File: src/rtl/rw_pkg.sv
package rw_pkg;
  localparam logic [7:0] CH_OPEN  = 8'h5B;
  localparam logic [7:0] CH_CLOSE = 8'h5D;
  localparam logic [7:0] CH_MARK  = 8'h5C;
  localparam logic [7:0] CH_EOS   = 8'h00;
  localparam logic [7:0] OP_APPLY = 8'h61;
  localparam logic [7:0] OP_BIND  = 8'h62;
  localparam logic [7:0] OP_COPY  = 8'h63;
  localparam logic [7:0] OP_DROP  = 8'h64;
  localparam logic [7:0] OP_INL   = 8'h69;
  localparam logic [7:0] OP_COMP  = 8'h6F;

  typedef enum logic [2:0] {
    ST_SCAN, ST_OPEN, ST_BODY, ST_EMIT, ST_COMP, ST_JOIN, ST_DONE
  } rw_state_t;

  // What the emitter writes once capture stops
  typedef enum logic [2:0] {
    PK_RULE, PK_VERB, PK_CMPA, PK_CMPB, PK_CMPO
  } plan_t;

  function automatic logic is_op(input logic [7:0] b);
    return (b == OP_APPLY) || (b == OP_BIND) || (b == OP_COPY) ||
           (b == OP_DROP) || (b == OP_INL) || (b == OP_COMP);
  endfunction

  function automatic logic two_operands(input logic [7:0] b);
    return (b == OP_APPLY) || (b == OP_BIND) || (b == OP_COMP);
  endfunction
endpackage

File: src/rtl/rw_opbuf.sv
module rw_opbuf #(
  parameter int DEPTH = 32,
  parameter int IW    = 7
) (
  input  logic          clk,
  input  logic          rst_n,
  input  logic          we,
  input  logic [IW-1:0] waddr,
  input  logic [7:0]    wdata,
  input  logic [IW-1:0] raddr,
  output logic [7:0]    rdata
);
  localparam int AW = (DEPTH > 1) ? $clog2(DEPTH) : 1;
  localparam logic [IW-1:0] LIMIT = IW'(DEPTH);

  logic [7:0] mem [DEPTH];

  always_ff @(posedge clk) begin
    if (we && (waddr < LIMIT)) mem[waddr[AW-1:0]] <= wdata;
  end

  always_comb rdata = (raddr < LIMIT) ? mem[raddr[AW-1:0]] : 8'h00;

  // the controller never writes past the buffer
  assert_no_overflow_R12: assert property (@(posedge clk) disable iff (!rst_n)
    we |-> waddr < LIMIT);
endmodule

File: src/rtl/rw_plan.sv
module rw_plan
  import rw_pkg::*;
#(
  parameter int IW = 7,
  parameter int NP = 4
) (
  input  plan_t                 kind,
  input  logic [7:0]            op,
  input  logic [IW-1:0]         cnt,
  input  logic [IW-1:0]         ea,
  input  logic [IW-1:0]         eb,
  output logic [NP-1:0]         p_use,
  output logic [NP-1:0]         p_lit,
  output logic [NP-1:0][7:0]    p_chr,
  output logic [NP-1:0][IW-1:0] p_lo,
  output logic [NP-1:0][IW-1:0] p_hi
);
  localparam logic [IW-1:0] ONE = IW'(1);
  localparam logic [IW-1:0] TWO = IW'(2);

  // Ranges are [lo, hi) in buffer index order
  always_comb begin
    p_use = '0;
    p_lit = '0;
    p_chr = '0;
    p_lo  = '0;
    p_hi  = '0;
    unique case (kind)
      PK_RULE: begin
        unique case (op)
          OP_APPLY: begin
            p_use[0] = 1'b1; p_lo[0] = ea + ONE; p_hi[0] = eb + ONE;
            p_use[1] = 1'b1; p_lo[1] = ONE;      p_hi[1] = ea;
          end
          OP_BIND: begin
            p_use[0] = 1'b1; p_lo[0] = '0;       p_hi[0] = ea;
            p_use[1] = 1'b1; p_lo[1] = ea + ONE; p_hi[1] = eb + ONE;
            p_use[2] = 1'b1; p_lit[2] = 1'b1;    p_chr[2] = CH_CLOSE;
          end
          OP_COPY: begin
            p_use[0] = 1'b1; p_lo[0] = '0; p_hi[0] = ea + ONE;
            p_use[1] = 1'b1; p_lo[1] = '0; p_hi[1] = ea + ONE;
          end
          OP_INL: begin
            p_use[0] = 1'b1; p_lo[0] = ONE; p_hi[0] = ea;
          end
          OP_COMP: begin
            p_use[0] = 1'b1; p_lo[0] = '0;       p_hi[0] = ea;
            p_use[1] = 1'b1; p_lo[1] = ea + TWO; p_hi[1] = eb + ONE;
          end
          default: ;  // drop emits nothing
        endcase
      end
      PK_VERB: begin
        p_use[0] = 1'b1; p_lit[0] = 1'b1; p_chr[0] = op;
        p_use[1] = 1'b1; p_lo[1] = '0;    p_hi[1] = cnt;
      end
      PK_CMPA: begin
        p_use[0] = 1'b1; p_lo[0] = '0; p_hi[0] = cnt;
      end
      PK_CMPB: begin
        p_use[0] = 1'b1; p_lo[0] = '0;       p_hi[0] = ea;
        p_use[1] = 1'b1; p_lo[1] = ea + TWO; p_hi[1] = cnt;
      end
      default: begin  // PK_CMPO
        p_use[0] = 1'b1; p_lo[0] = '0;    p_hi[0] = ea;
        p_use[1] = 1'b1; p_lit[1] = 1'b1; p_chr[1] = CH_MARK;
      end
    endcase
  end
endmodule

File: src/rtl/streaming_rewriter.sv
module streaming_rewriter
  import rw_pkg::*;
#(
  parameter int DEPTH  = 32,
  parameter int NEST_W = 8
) (
  input  logic       clk,
  input  logic       rst_n,
  input  logic       in_valid,
  output logic       in_ready,
  input  logic [7:0] in_data,
  output logic       out_valid,
  input  logic       out_ready,
  output logic [7:0] out_data,
  output logic       done
);
  localparam int IW = $clog2(DEPTH + 1) + 1;
  localparam int NP = 4;
  localparam int SW = $clog2(NP);
  localparam int PW = SW + 1;
  localparam logic [IW-1:0]     FULL  = IW'(DEPTH);
  localparam logic [IW-1:0]     ONE   = IW'(1);
  localparam logic [NEST_W-1:0] NONE1 = NEST_W'(1);
  localparam logic [PW-1:0]     PEND  = PW'(NP);

  rw_state_t st, st_n;
  plan_t kind, kind_n;
  logic [7:0] op, op_n;
  logic [IW-1:0] cnt, cnt_n, ea, ea_n, eb, eb_n, pos, pos_n;
  logic [NEST_W-1:0] depth, dep_n;
  logic blk, blk_n, pos_ok, pok_n;
  logic [PW-1:0] pi, pi_n;

  logic we;
  logic [7:0] rdata;
  logic [NP-1:0] p_use, p_lit;
  logic [NP-1:0][7:0] p_chr;
  logic [NP-1:0][IW-1:0] p_lo, p_hi;
  logic [SW-1:0] sel;

  rw_opbuf #(.DEPTH(DEPTH), .IW(IW)) u_buf (
    .clk(clk), .rst_n(rst_n), .we(we), .waddr(cnt), .wdata(in_data),
    .raddr(pos), .rdata(rdata)
  );

  rw_plan #(.IW(IW), .NP(NP)) u_plan (
    .kind(kind), .op(op), .cnt(cnt), .ea(ea), .eb(eb),
    .p_use(p_use), .p_lit(p_lit), .p_chr(p_chr), .p_lo(p_lo), .p_hi(p_hi)
  );

  logic is_open, is_close, is_mark, is_eos, full;
  assign is_open  = (in_data == CH_OPEN);
  assign is_close = (in_data == CH_CLOSE);
  assign is_mark  = (in_data == CH_MARK);
  assign is_eos   = (in_data == CH_EOS);
  assign full     = (cnt == FULL);
  assign sel      = pi[SW-1:0];
  assign done     = (st == ST_DONE);

  always_comb begin
    st_n = st; kind_n = kind; op_n = op; cnt_n = cnt; ea_n = ea; eb_n = eb;
    dep_n = depth; blk_n = blk; pi_n = pi; pos_n = pos; pok_n = pos_ok;
    in_ready = 1'b0; out_valid = 1'b0; out_data = in_data; we = 1'b0;
    unique case (st)
      ST_SCAN: begin
        in_ready  = is_op(in_data) ? 1'b1 : out_ready;
        out_valid = in_valid && !is_op(in_data);
        if (in_valid) begin
          if (is_op(in_data)) begin
            op_n = in_data; cnt_n = '0; blk_n = 1'b0; st_n = ST_OPEN;
          end else if (out_ready && is_eos) begin
            st_n = ST_DONE;
          end
        end
      end
      ST_OPEN: if (in_valid) begin
        st_n = ST_EMIT; pi_n = '0; pok_n = 1'b0;
        if (is_open && !full) begin
          in_ready = 1'b1; we = 1'b1; cnt_n = cnt + ONE; dep_n = NONE1; st_n = ST_BODY;
        end else if (is_open && blk && op == OP_COMP) begin
          in_ready = 1'b1; kind_n = PK_CMPB;   // drop the separator, B streams on
        end else if (blk && op == OP_COMP) begin
          kind_n = PK_CMPO;
        end else begin
          kind_n = PK_VERB;
        end
      end
      ST_BODY: if (in_valid) begin
        if (is_eos || full) begin
          st_n = ST_EMIT; pi_n = '0; pok_n = 1'b0;
          if (is_eos || op != OP_COMP) kind_n = PK_VERB;
          else kind_n = blk ? PK_CMPB : PK_CMPA;
        end else begin
          in_ready = 1'b1; we = 1'b1; cnt_n = cnt + ONE;
          if (is_open) dep_n = depth + NONE1;
          else if (is_close || is_mark) begin
            dep_n = depth - NONE1;
            if (depth == NONE1) begin
              if (is_mark) begin
                kind_n = PK_VERB; st_n = ST_EMIT; pi_n = '0; pok_n = 1'b0;
              end else if (!blk && two_operands(op)) begin
                ea_n = cnt; blk_n = 1'b1; st_n = ST_OPEN;
              end else begin
                if (!blk) ea_n = cnt;
                eb_n = cnt; kind_n = PK_RULE;
                st_n = ST_EMIT; pi_n = '0; pok_n = 1'b0;
              end
            end
          end
        end
      end
      ST_EMIT: begin
        if (pi == PEND) begin
          st_n = (kind == PK_CMPA) ? ST_COMP : ST_SCAN;
        end else if (!p_use[sel]) begin
          pi_n = pi + PW'(1); pok_n = 1'b0;
        end else if (!pos_ok) begin
          pos_n = p_lo[sel]; pok_n = 1'b1;
        end else if (p_lit[sel]) begin
          out_valid = 1'b1; out_data = p_chr[sel];
          if (out_ready) begin pi_n = pi + PW'(1); pok_n = 1'b0; end
        end else if (pos >= p_hi[sel]) begin
          pi_n = pi + PW'(1); pok_n = 1'b0;
        end else begin
          out_valid = 1'b1; out_data = rdata;
          if (out_ready) pos_n = pos + ONE;
        end
      end
      ST_COMP: if (in_valid) begin
        if (is_close && depth == NONE1) begin
          in_ready = 1'b1; dep_n = '0; st_n = ST_JOIN;
        end else begin
          out_valid = 1'b1; in_ready = out_ready;
          if (out_ready) begin
            if (is_eos) st_n = ST_DONE;
            else if (is_open) dep_n = depth + NONE1;
            else if (is_close || is_mark) begin
              dep_n = depth - NONE1;
              if (depth == NONE1) st_n = ST_SCAN;
            end
          end
        end
      end
      ST_JOIN: if (in_valid) begin
        if (is_open) begin
          in_ready = 1'b1; st_n = ST_SCAN;
        end else begin
          out_valid = 1'b1; out_data = CH_MARK;
          if (out_ready) st_n = ST_SCAN;
        end
      end
      default: ;
    endcase
  end

  always_ff @(posedge clk) begin
    if (!rst_n) begin
      st <= ST_SCAN; kind <= PK_VERB; op <= '0; cnt <= '0; ea <= '0; eb <= '0;
      depth <= '0; blk <= 1'b0; pi <= '0; pos <= '0; pos_ok <= 1'b0;
    end else begin
      st <= st_n; kind <= kind_n; op <= op_n; cnt <= cnt_n; ea <= ea_n; eb <= eb_n;
      depth <= dep_n; blk <= blk_n; pi <= pi_n; pos <= pos_n; pos_ok <= pok_n;
    end
  end

  // a stalled output byte is held
  assert_hold_R1: assert property (@(posedge clk) disable iff (!rst_n)
    out_valid && !out_ready |=> out_valid && $stable(out_data));
  // end of stream is terminal
  assert_done_sticky_R13: assert property (@(posedge clk) disable iff (!rst_n)
    done |=> done && !in_ready && !out_valid);
  // while capturing, the operand is open and non-empty
  assert_nest_open_R14: assert property (@(posedge clk) disable iff (!rst_n)
    st == ST_BODY |-> depth != '0 && cnt != '0);
  // streamed first operand is still open
  assert_comp_open_R9: assert property (@(posedge clk) disable iff (!rst_n)
    st == ST_COMP |-> depth != '0);
endmodule

File: config.mk
export PLATFORM = sky130hd
export DESIGN_NAME = streaming_rewriter
export DESIGN_NICKNAME = d
export VERILOG_FILES = /design/src/rtl/rw_pkg.sv /design/src/rtl/rw_opbuf.sv /design/src/rtl/rw_plan.sv /design/src/rtl/streaming_rewriter.sv
export SDC_FILE = /design/constraint.sdc
export NUM_CORES = 1
export LEC_CHECK = 0
export ABC_AREA = 1
export CAP_MARGIN = 20
export CORE_ASPECT_RATIO = 1.5
export CORE_UTILIZATION = 55
export DETAILED_ROUTE_END_ITERATION = 16
export GPL_TIMING_DRIVEN = 0
export HOLD_SLACK_MARGIN = 0.02
export PLACE_DENSITY = 0.71
export SLEW_MARGIN = 25
export SYNTH_ARGS = -nofsm -noshare
export SYNTH_HDL_FRONTEND = slang
export SYNTH_SLANG_ARGS = --single-unit
File: constraint.sdc
create_clock -name clk -period 6 [get_ports clk]
set_input_delay 1.2 -clock clk [delete_from_list [all_inputs] [get_ports clk]]
set_output_delay 1.2 -clock clk [all_outputs]
set_load 0.1 [all_outputs]
Word level (Yosys, flattened, before mapping)
Memories as Yosys holds them, arrays and structs flattened. A register that Yosys moved wholly into a read port is not among the register bits.
Cells that the tools add are included.
{"block": "classes", "n_addsub": 8, "shifts": 0, "magnitude_cmp": 4, "multipliers": 0, "n_reduce_logical": 48, "div": 0, "bitwise": 5, "eq_ne": 61, "mux": 168}
{"op": "2-to-1 mux 8 bit", "count": 21}
{"op": "2-to-1 mux 3 bit", "count": 45}
{"op": "2-to-1 mux 7 bit", "count": 17}
{"op": "== test 8 x 7 -> 1 bit, second input constant", "count": 14}
{"op": "one-hot mux 7 bit (3 select lines)", "count": 5}
{"op": "2-to-1 mux 1 bit", "count": 56}
{"op": "one-hot mux 7 bit (2 select lines)", "count": 3}
{"op": "AND reduction 8 bit", "count": 5}
{"op": "!= test 2 bit, second input constant", "count": 19}
{"op": "adder 7 x 1 -> 7 bit, second input constant", "count": 4}
{"op": "binary-select mux 7 bit (select 2 bit)", "count": 2}
{"op": "!= test 3 bit, second input constant", "count": 8}
{"op": "!= test 4 bit, second input constant", "count": 6}
{"op": "one-hot mux 8 bit (3 select lines)", "count": 1}
{"op": "one-hot mux 3 bit (6 select lines)", "count": 1}
{"op": "binary-select mux 8 bit (select 2 bit)", "count": 1}
{"op": "one-hot mux 8 bit (2 select lines)", "count": 1}
{"op": "AND reduction 16 bit", "count": 1}
{"op": "< comparator 7 x 6 -> 1 bit, second input constant", "count": 2}
{"op": "== test 3 x 2 -> 1 bit, second input constant", "count": 4}
{"op": "== test 3 bit, second input constant", "count": 4}
{"op": "AND reduction 11 bit", "count": 1}
{"op": "logical OR 1 bit", "count": 10}
{"op": "2-to-1 mux 5 bit", "count": 2}
{"op": "other kinds (35)", "count": 61}
{"block": "word_totals", "regBits": 55, "n_memories": 1, "ram_bits": 256, "inputBits": 12, "latchBits": 0, "out_inout_bits": 11, "mem_bits_ro": 0}
{"name": "u_buf.mem", "words": 32, "width": 8, "read_ports": 1, "rd_clocked_by_memory_dff": 1, "wr": 1, "line": "rw_opbuf.sv:16", "text": "logic [7:0] mem [DEPTH];"}

Logic depth before layout (Yosys ltp)
Gate-level depths: netlist of run 1.
{"block": "logic_depth", "depth_word": 13, "mapped_depth": 28, "depth_no_buf": 28}

Modules after synthesis
A second synthesis of run 1 with hierarchy kept.
{"block": "unflattened", "hier_cells": 1988, "area_unflattened_um2": 16769.8}
{"mod": "rw_opbuf", "area_per_inst_um2": 10586.4, "n_inst": 1, "cells_per_inst": 921}
{"mod": "streaming_rewriter", "area_per_inst_um2": 4653.2, "n_inst": 1, "cells_per_inst": 776}
{"mod": "rw_plan", "area_per_inst_um2": 1530.2, "n_inst": 1, "cells_per_inst": 291}

Least setup slack after synthesis of run 1
Ideal clock, no wire load.
{"block": "synth_timing", "path_kind": "reg-to-output", "from": "reg op[4]", "to": "out out_valid", "setup_slack_ns": 0.067, "n_path_buf": 0, "t_arrival_ns": 4.733, "path_stages_with_launch": 17, "cell_sequence": "dfxtp_1 -> nor2_2 -> nand2_2 -> or2_2 -> o21ai_0 -> nand2_1 -> nand3_1 -> o21ai_0 -> nand2_1 -> nand2_1 -> ha_1 -> a21o_1 -> nor2_1 -> nand2_1 -> o21ai_0 -> nand4_2 -> o21ai_0"}
{"block": "synth_between", "elab_chain_cells": 13, "word_cells_on_any_way": 32, "classes_between": "1 x order compare; 5 x eq/ne; 22 x mux; 4 x reduce/logical"}
{"item": "start, declared", "line": "streaming_rewriter.sv:28", "text": "logic [7:0] op, op_n;"}
{"item": "start signal, assigned", "line": "streaming_rewriter.sv:161", "text": "st <= st_n; kind <= kind_n; op <= op_n; cnt <= cnt_n; ea <= ea_n; eb <= eb_n;"}
{"item": "== test 8 x 7 -> 1 bit", "line": "rw_plan.sv:30", "text": "unique case (op)"}
{"item": "OR reduction 3 bit (no source line) or OR reduction 2 bit (tied branches)"}
{"item": "one-hot mux 7 bit (3 select lines)", "line": "rw_plan.sv:30"}
{"item": "one-hot mux 7 bit (3 select lines) or one-hot mux 7 bit (2 select lines) (tied branches)", "line": "rw_plan.sv:28", "text": "unique case (kind)"}
{"item": "binary-select mux 7 bit (select 2 bit)", "line": "streaming_rewriter.sv:122", "text": "end else if (pos >= p_hi[sel]) begin"}
{"item": "2-to-1 mux 7 bit (not written as such)", "line": "streaming_rewriter.sv:122"}
{"item": "greater-or-equal comparator 7 bit", "line": "streaming_rewriter.sv:122"}
{"item": "2-to-1 mux 1 bit", "line": "streaming_rewriter.sv:122"}
{"item": "2-to-1 mux 1 bit", "line": "streaming_rewriter.sv:119", "text": "end else if (p_lit[sel]) begin"}
{"item": "2-to-1 mux 1 bit", "line": "streaming_rewriter.sv:117", "text": "end else if (!pos_ok) begin"}
{"item": "2-to-1 mux 1 bit (*)", "line": "streaming_rewriter.sv:115", "text": "end else if (!p_use[sel]) begin"}
{"item": "2-to-1 mux 1 bit (*)", "line": "streaming_rewriter.sv:113", "text": "if (pi == PEND) begin"}
{"item": "one-hot mux 1 bit (4 select lines) (*)", "line": "streaming_rewriter.sv:64", "text": "unique case (st)"}
{"item": "end, declared", "line": "streaming_rewriter.sv:12", "text": "output logic out_valid,"}
Mark *: on every way between the ends. The rest lies on a longest branch, timed or not. The select of a mux whose other input is x is not followed.

Worst setup path after layout of run 1
{"block": "layout_timing", "from": "reg op[6]", "to": "out out_data[0]"}
{"block": "layout_between", "elab_chain_cells": 13, "word_cells_on_any_way": 36, "classes_between": "1 x order compare; 5 x eq/ne; 26 x mux; 4 x reduce/logical"}
{"item": "== test 8 x 7 -> 1 bit", "line": "rw_plan.sv:30"}
{"item": "OR reduction 3 bit (no source line) or OR reduction 2 bit (tied branches)"}
{"item": "one-hot mux 7 bit (3 select lines)", "line": "rw_plan.sv:30"}
{"item": "one-hot mux 7 bit (3 select lines) or one-hot mux 7 bit (2 select lines) (tied branches)", "line": "rw_plan.sv:28"}
{"item": "binary-select mux 7 bit (select 2 bit)", "line": "streaming_rewriter.sv:122"}
{"item": "2-to-1 mux 7 bit (not written as such)", "line": "streaming_rewriter.sv:122"}
{"item": "greater-or-equal comparator 7 bit", "line": "streaming_rewriter.sv:122"}
{"item": "2-to-1 mux 8 bit", "line": "streaming_rewriter.sv:122"}
{"item": "2-to-1 mux 8 bit", "line": "streaming_rewriter.sv:119"}
{"item": "2-to-1 mux 8 bit", "line": "streaming_rewriter.sv:117"}
{"item": "2-to-1 mux 8 bit (*)", "line": "streaming_rewriter.sv:115"}
{"item": "2-to-1 mux 8 bit (*)", "line": "streaming_rewriter.sv:113"}
{"item": "one-hot mux 8 bit (2 select lines) (*)", "line": "streaming_rewriter.sv:64"}
{"item": "end, declared", "line": "streaming_rewriter.sv:14", "text": "output logic [7:0] out_data,"}
Marks and branches as above.

==> impl_summary.txt, run 1 <==
----------------------------------------------------
[Timing]
  Setup ws final ... 0.267 ns
  Final setup vio count ... 0
  Period Utilization, post-route ... 0.955
  Min Clock Period, post-route ... 5.73 ns
  RSZ-0062 raised after global routing ... no
  Worst slew pin tran ... 1.07 ns
  Max-Slew Margin vs Limit ... 0.285
  Peak Freq ... 174 MHz
  Fin. Hold Viols ... 0
  Final hold slack ... 0.474 ns
  Number of pins exceeding their max-slew limit in the final report ... 0
  Clock Skews ... 0.0185 ns

[Floorplanning]
  Die width ... 140 µm
  Die footprint ... 0.0293 mm²
  Placement row count ... 75
  Core region area ... 0.0281 mm²
  Initial Util ... 0.562
  Count of pins on the block boundary ... 23
  Die extent in y ... 209 µm

[Synthesis]
  Cell taking the most area after synthesis ... sky130_fd_sc_hd__edfxtp_1
  Synthesized instance count ... 1773
  Yosys synthesis warning count ... 0
  List of most frequent post-synthesis cells ... sky130_fd_sc_hd__nand2_1, sky130_fd_sc_hd__nand3_1, sky130_fd_sc_hd__edfxtp_1
  Post-synth top flop ... sky130_fd_sc_hd__edfxtp_1
  Ranking of synthesized cells by area ... sky130_fd_sc_hd__edfxtp_1, sky130_fd_sc_hd__nand2_1, sky130_fd_sc_hd__nand3_1, sky130_fd_sc_hd__dfxtp_1, sky130_fd_sc_hd__o21ai_0
  Flip-flop and latch count after synthesis ... 316
  Most frequent cell after synthesis ... sky130_fd_sc_hd__nand2_1
  Fraction of registers with async set/reset ... 0
  Post-synth EDFFs ... 256
  Share of synthesized area occupied by flip-flops and latches ... 0.564
  Cell area after synthesis ... 0.0158 mm²
  Post-synthesis area per instance ... 8.89 µm²
  Number of distinct library cells after synthesis ... 49
  Fraction of post-synthesis cell area in the top cell type by area ... 0.488
  Synthesized Nets ... 1805

[Cells and area]
  Fin cells ... 2195
  Synthesis-to-finish area growth ... 10.4%
  Number of antenna repair diodes ... 0
  Layout cell share with drive strength beyond 1 ... 0.103
  Post-layout nets ... 1862
  Final Cell Area ... 0.0174 mm²

[Place]
  DP Worst Slack ... 0.139 ns
  Last weighted congestion value of the routability-driven placer ... 0.944
  Total placed cells including tap cells ... 2145
  Half-perimeter wire length after placement ... 35300 µm
  Instance area after placement ... 0.0165 mm²
  # port buffers ... 22

[CTS]
  Buffer levels on the longest clock path ... 3
  Post-cts hold buffer count ... 0
  CTS buffer count ... 29
  CTS Sinks ... 316
  Clock tree from TritonCTS ... done
  Clock-pin slew on the worst setup and hold paths ... 0.06 ns
  Number of H-tree branching levels ... 1
  Clock Root Buffer ... sky130_fd_sc_hd__clkbuf_16
  Clock Latency Late Sink ... 0.57 ns

[Setup path]
  Required time worst endpoint ... 4.80 ns
  Worst path buffer plus inverter count ... 4
  Delay-heaviest family, CP ... simple AND/OR/NAND/NOR gates
  Worst setup slack for register-to-register paths ... 2.25 ns
  Slowest library cell on the worst path ... sky130_fd_sc_hd__buf_2
  Delay of the slowest critical-path stage ... 0.43 ns
  CP Capture Type ... output pin
  Highest net fanout along the worst path ... 9
  Most repeated library cell on the critical path ... sky130_fd_sc_hd__nand2_1
  Critical path class ... reg2out
  Critical path startpoint category ... flip-flop
  Arrival time at the worst endpoint ... 4.53 ns
  Depth of the most critical reg-to-reg path ... 26
  Launch instance of the worst register-to-register path ... op[6]
  Critical R2R Capture ... pos[4]

[Route]
  Vias per cell ... 5.87
  Total wirelength of the detailed-routed design ... 48200 µm
  Average wire per cell in the routed design ... 22.0 µm
  Number of detailed-routing iterations run before antenna repair ... 5
  Antenna viol nets, final ... 0
  Drt initial violations ... 1251
  Final routed DRC violation total ... 0
  Vias post-DR ... 12900

[Global routing]
  Wire length of the first global-routing pass ... 72600 µm
  Total congestion overflow ... 0
  Maximum number of pins on one net before global-route repair ... 37
  Number of antenna violations at the first check in global routing ... 0
  Vias in the first global route ... 12800
  Aggregate global-route resource usage ... 0.335

[Outcome]
  Outcome ... completed

[Hold path]
  Instance count along the most critical hold path ... 2
  Startpoint of the tightest hold check path ... depth[7]
  Path category of the worst min-delay check ... reg2reg
  Hold EP ... depth[7]

[Power and ir drop]
  Max VDD drop ... 0.000260 V
  Overall power ... 4.90 mW
  Power per standard cell area ... 282 mW/mm²
  Total leakage power ... 6.65 nW

[Run]
  Max_cap viols ... 0

----------------------------------------------------
-- sequential cells by signal, indices dropped and copies added, names as in the netlist, named ones only --
signal,cells
blk,1
cnt,7
depth,8
ea,7
eb,7
kind,3
op,8
pi,3
pos,7
pos_ok,1
st,3
u_buf.mem,256
-- worst max-delay path by stage --
stage	to	from	slack [ns]	cells after the start
after global placement	out_valid	in_data[1]	-0.44	11
after CTS	out_data[3]	op[6]	0.11	25
after detailed placement	out_data[3]	op[6]	0.14	25
after floorplan	out_valid	op[4]	0.07	16
final	out_data[0]	op[6]	0.27	25
after global routing	out_data[0]	op[6]	0.0005	25
-- through the flow --
step | TNS, ns | util
6_report | 0 | 0.620
3_3_place_gp | -1.46 | 0.585
4_1_cts | 0 | 0.621
2_1_floorplan | 0 | -
3_5_place_dp | 0 | 0.586
5_1_grt | 0 | 0.620
-- cells by family (layout without fill, tap and decap cells) --
family                   count (synthesis)  count (layout)  synth area share
AND/OR/NAND/NOR                       1026            1026             0.290
flip-flops                             316             316             0.564
AO/OA/AOI/OAI                          198             198            0.0691
buffers and inverters                  198             274            0.0523
adder cells (fa/ha/maj)                 20              20            0.0159
XOR/XNOR                                14              14           0.00778
multiplexers                             1               1          0.000635
-- timing repair --
| item | 4_1_cts | 5_1_grt |
|---|---|---|
| gates resized for setup | 30 | 26 |
| endpoints found under the setup margin | 9 | 9 |
| hold endpoints to repair | 0 | 0 |
| buffers inserted | 0 | 0 |
-- worst reg2reg max path, delay by kind of cell, from the launching register on --
kind / cells / cell delay (ns)
buffers and inverters: 4 / 0.41
adder cells (fa/ha/maj): 1 / 0.25
AO/OA/AOI/OAI: 4 / 0.65
AND/OR/NAND/NOR: 17 / 2.01
flip-flops: 1 / 0.33
-- power breakdown --
part / total, mW / switching [mW] / internal, mW
clock network: 1.91 / 0.839 / 1.07
registers: 2.40 / 0.0177 / 2.38
logic: 0.595 / 0.425 / 0.169
-- cells in the final DEF (no fill, tap or decap), types with 13 or more instances in the layout --
cell                        count
sky130_fd_sc_hd__clkbuf_16     32
sky130_fd_sc_hd__inv_1         97
sky130_fd_sc_hd__nand2_2       13
sky130_fd_sc_hd__o21ai_0       93
sky130_fd_sc_hd__nor2_1       114
sky130_fd_sc_hd__a21oi_1       59
sky130_fd_sc_hd__nor3_1        20
sky130_fd_sc_hd__nor2_2        15
sky130_fd_sc_hd__nand2_1      528
sky130_fd_sc_hd__ha_1          20
sky130_fd_sc_hd__nand3_1      294
sky130_fd_sc_hd__dfxtp_1       60
sky130_fd_sc_hd__buf_2         46
sky130_fd_sc_hd__edfxtp_1     256
sky130_fd_sc_hd__inv_2         20
sky130_fd_sc_hd__clkbuf_1      32
sky130_fd_sc_hd__o211ai_1      14
-- layer usage --
| layer | track usage | vias to the layer above | share of wire |
|---|---|---|---|
| met3 | 0.0374 | 164 | 0.057 |
| met1 | 0.356 | 6059 | 0.35 |
| met4 | 0.232 | 0 | 0.071 |
| li1 | - | 6150 | - |
| met5 | 0 | - | 0 |
| met2 | 0.619 | 509 | 0.52 |
-- cell type report --
type / instances / area (µm²)
Fill cell: 2387 / 10700
Sequential cell: 316 / 8890
Multi-Input combinational cell: 1259 / 6040
Clock buffer: 37 / 830
Inverter: 121 / 460
Tap cell: 346 / 433
Buffer: 77 / 363
Timing Repair Buffer: 26 / 238
Clock inverter: 13 / 141
No activity file was read; power rests on OpenSTA's default activity.
==> run 2: changes to the inputs <==
Settings changed: CAP_MARGIN 20 to default.
==> results of run 2 <==
No change in the layout: final DEF, timing and power equal those of run 1.
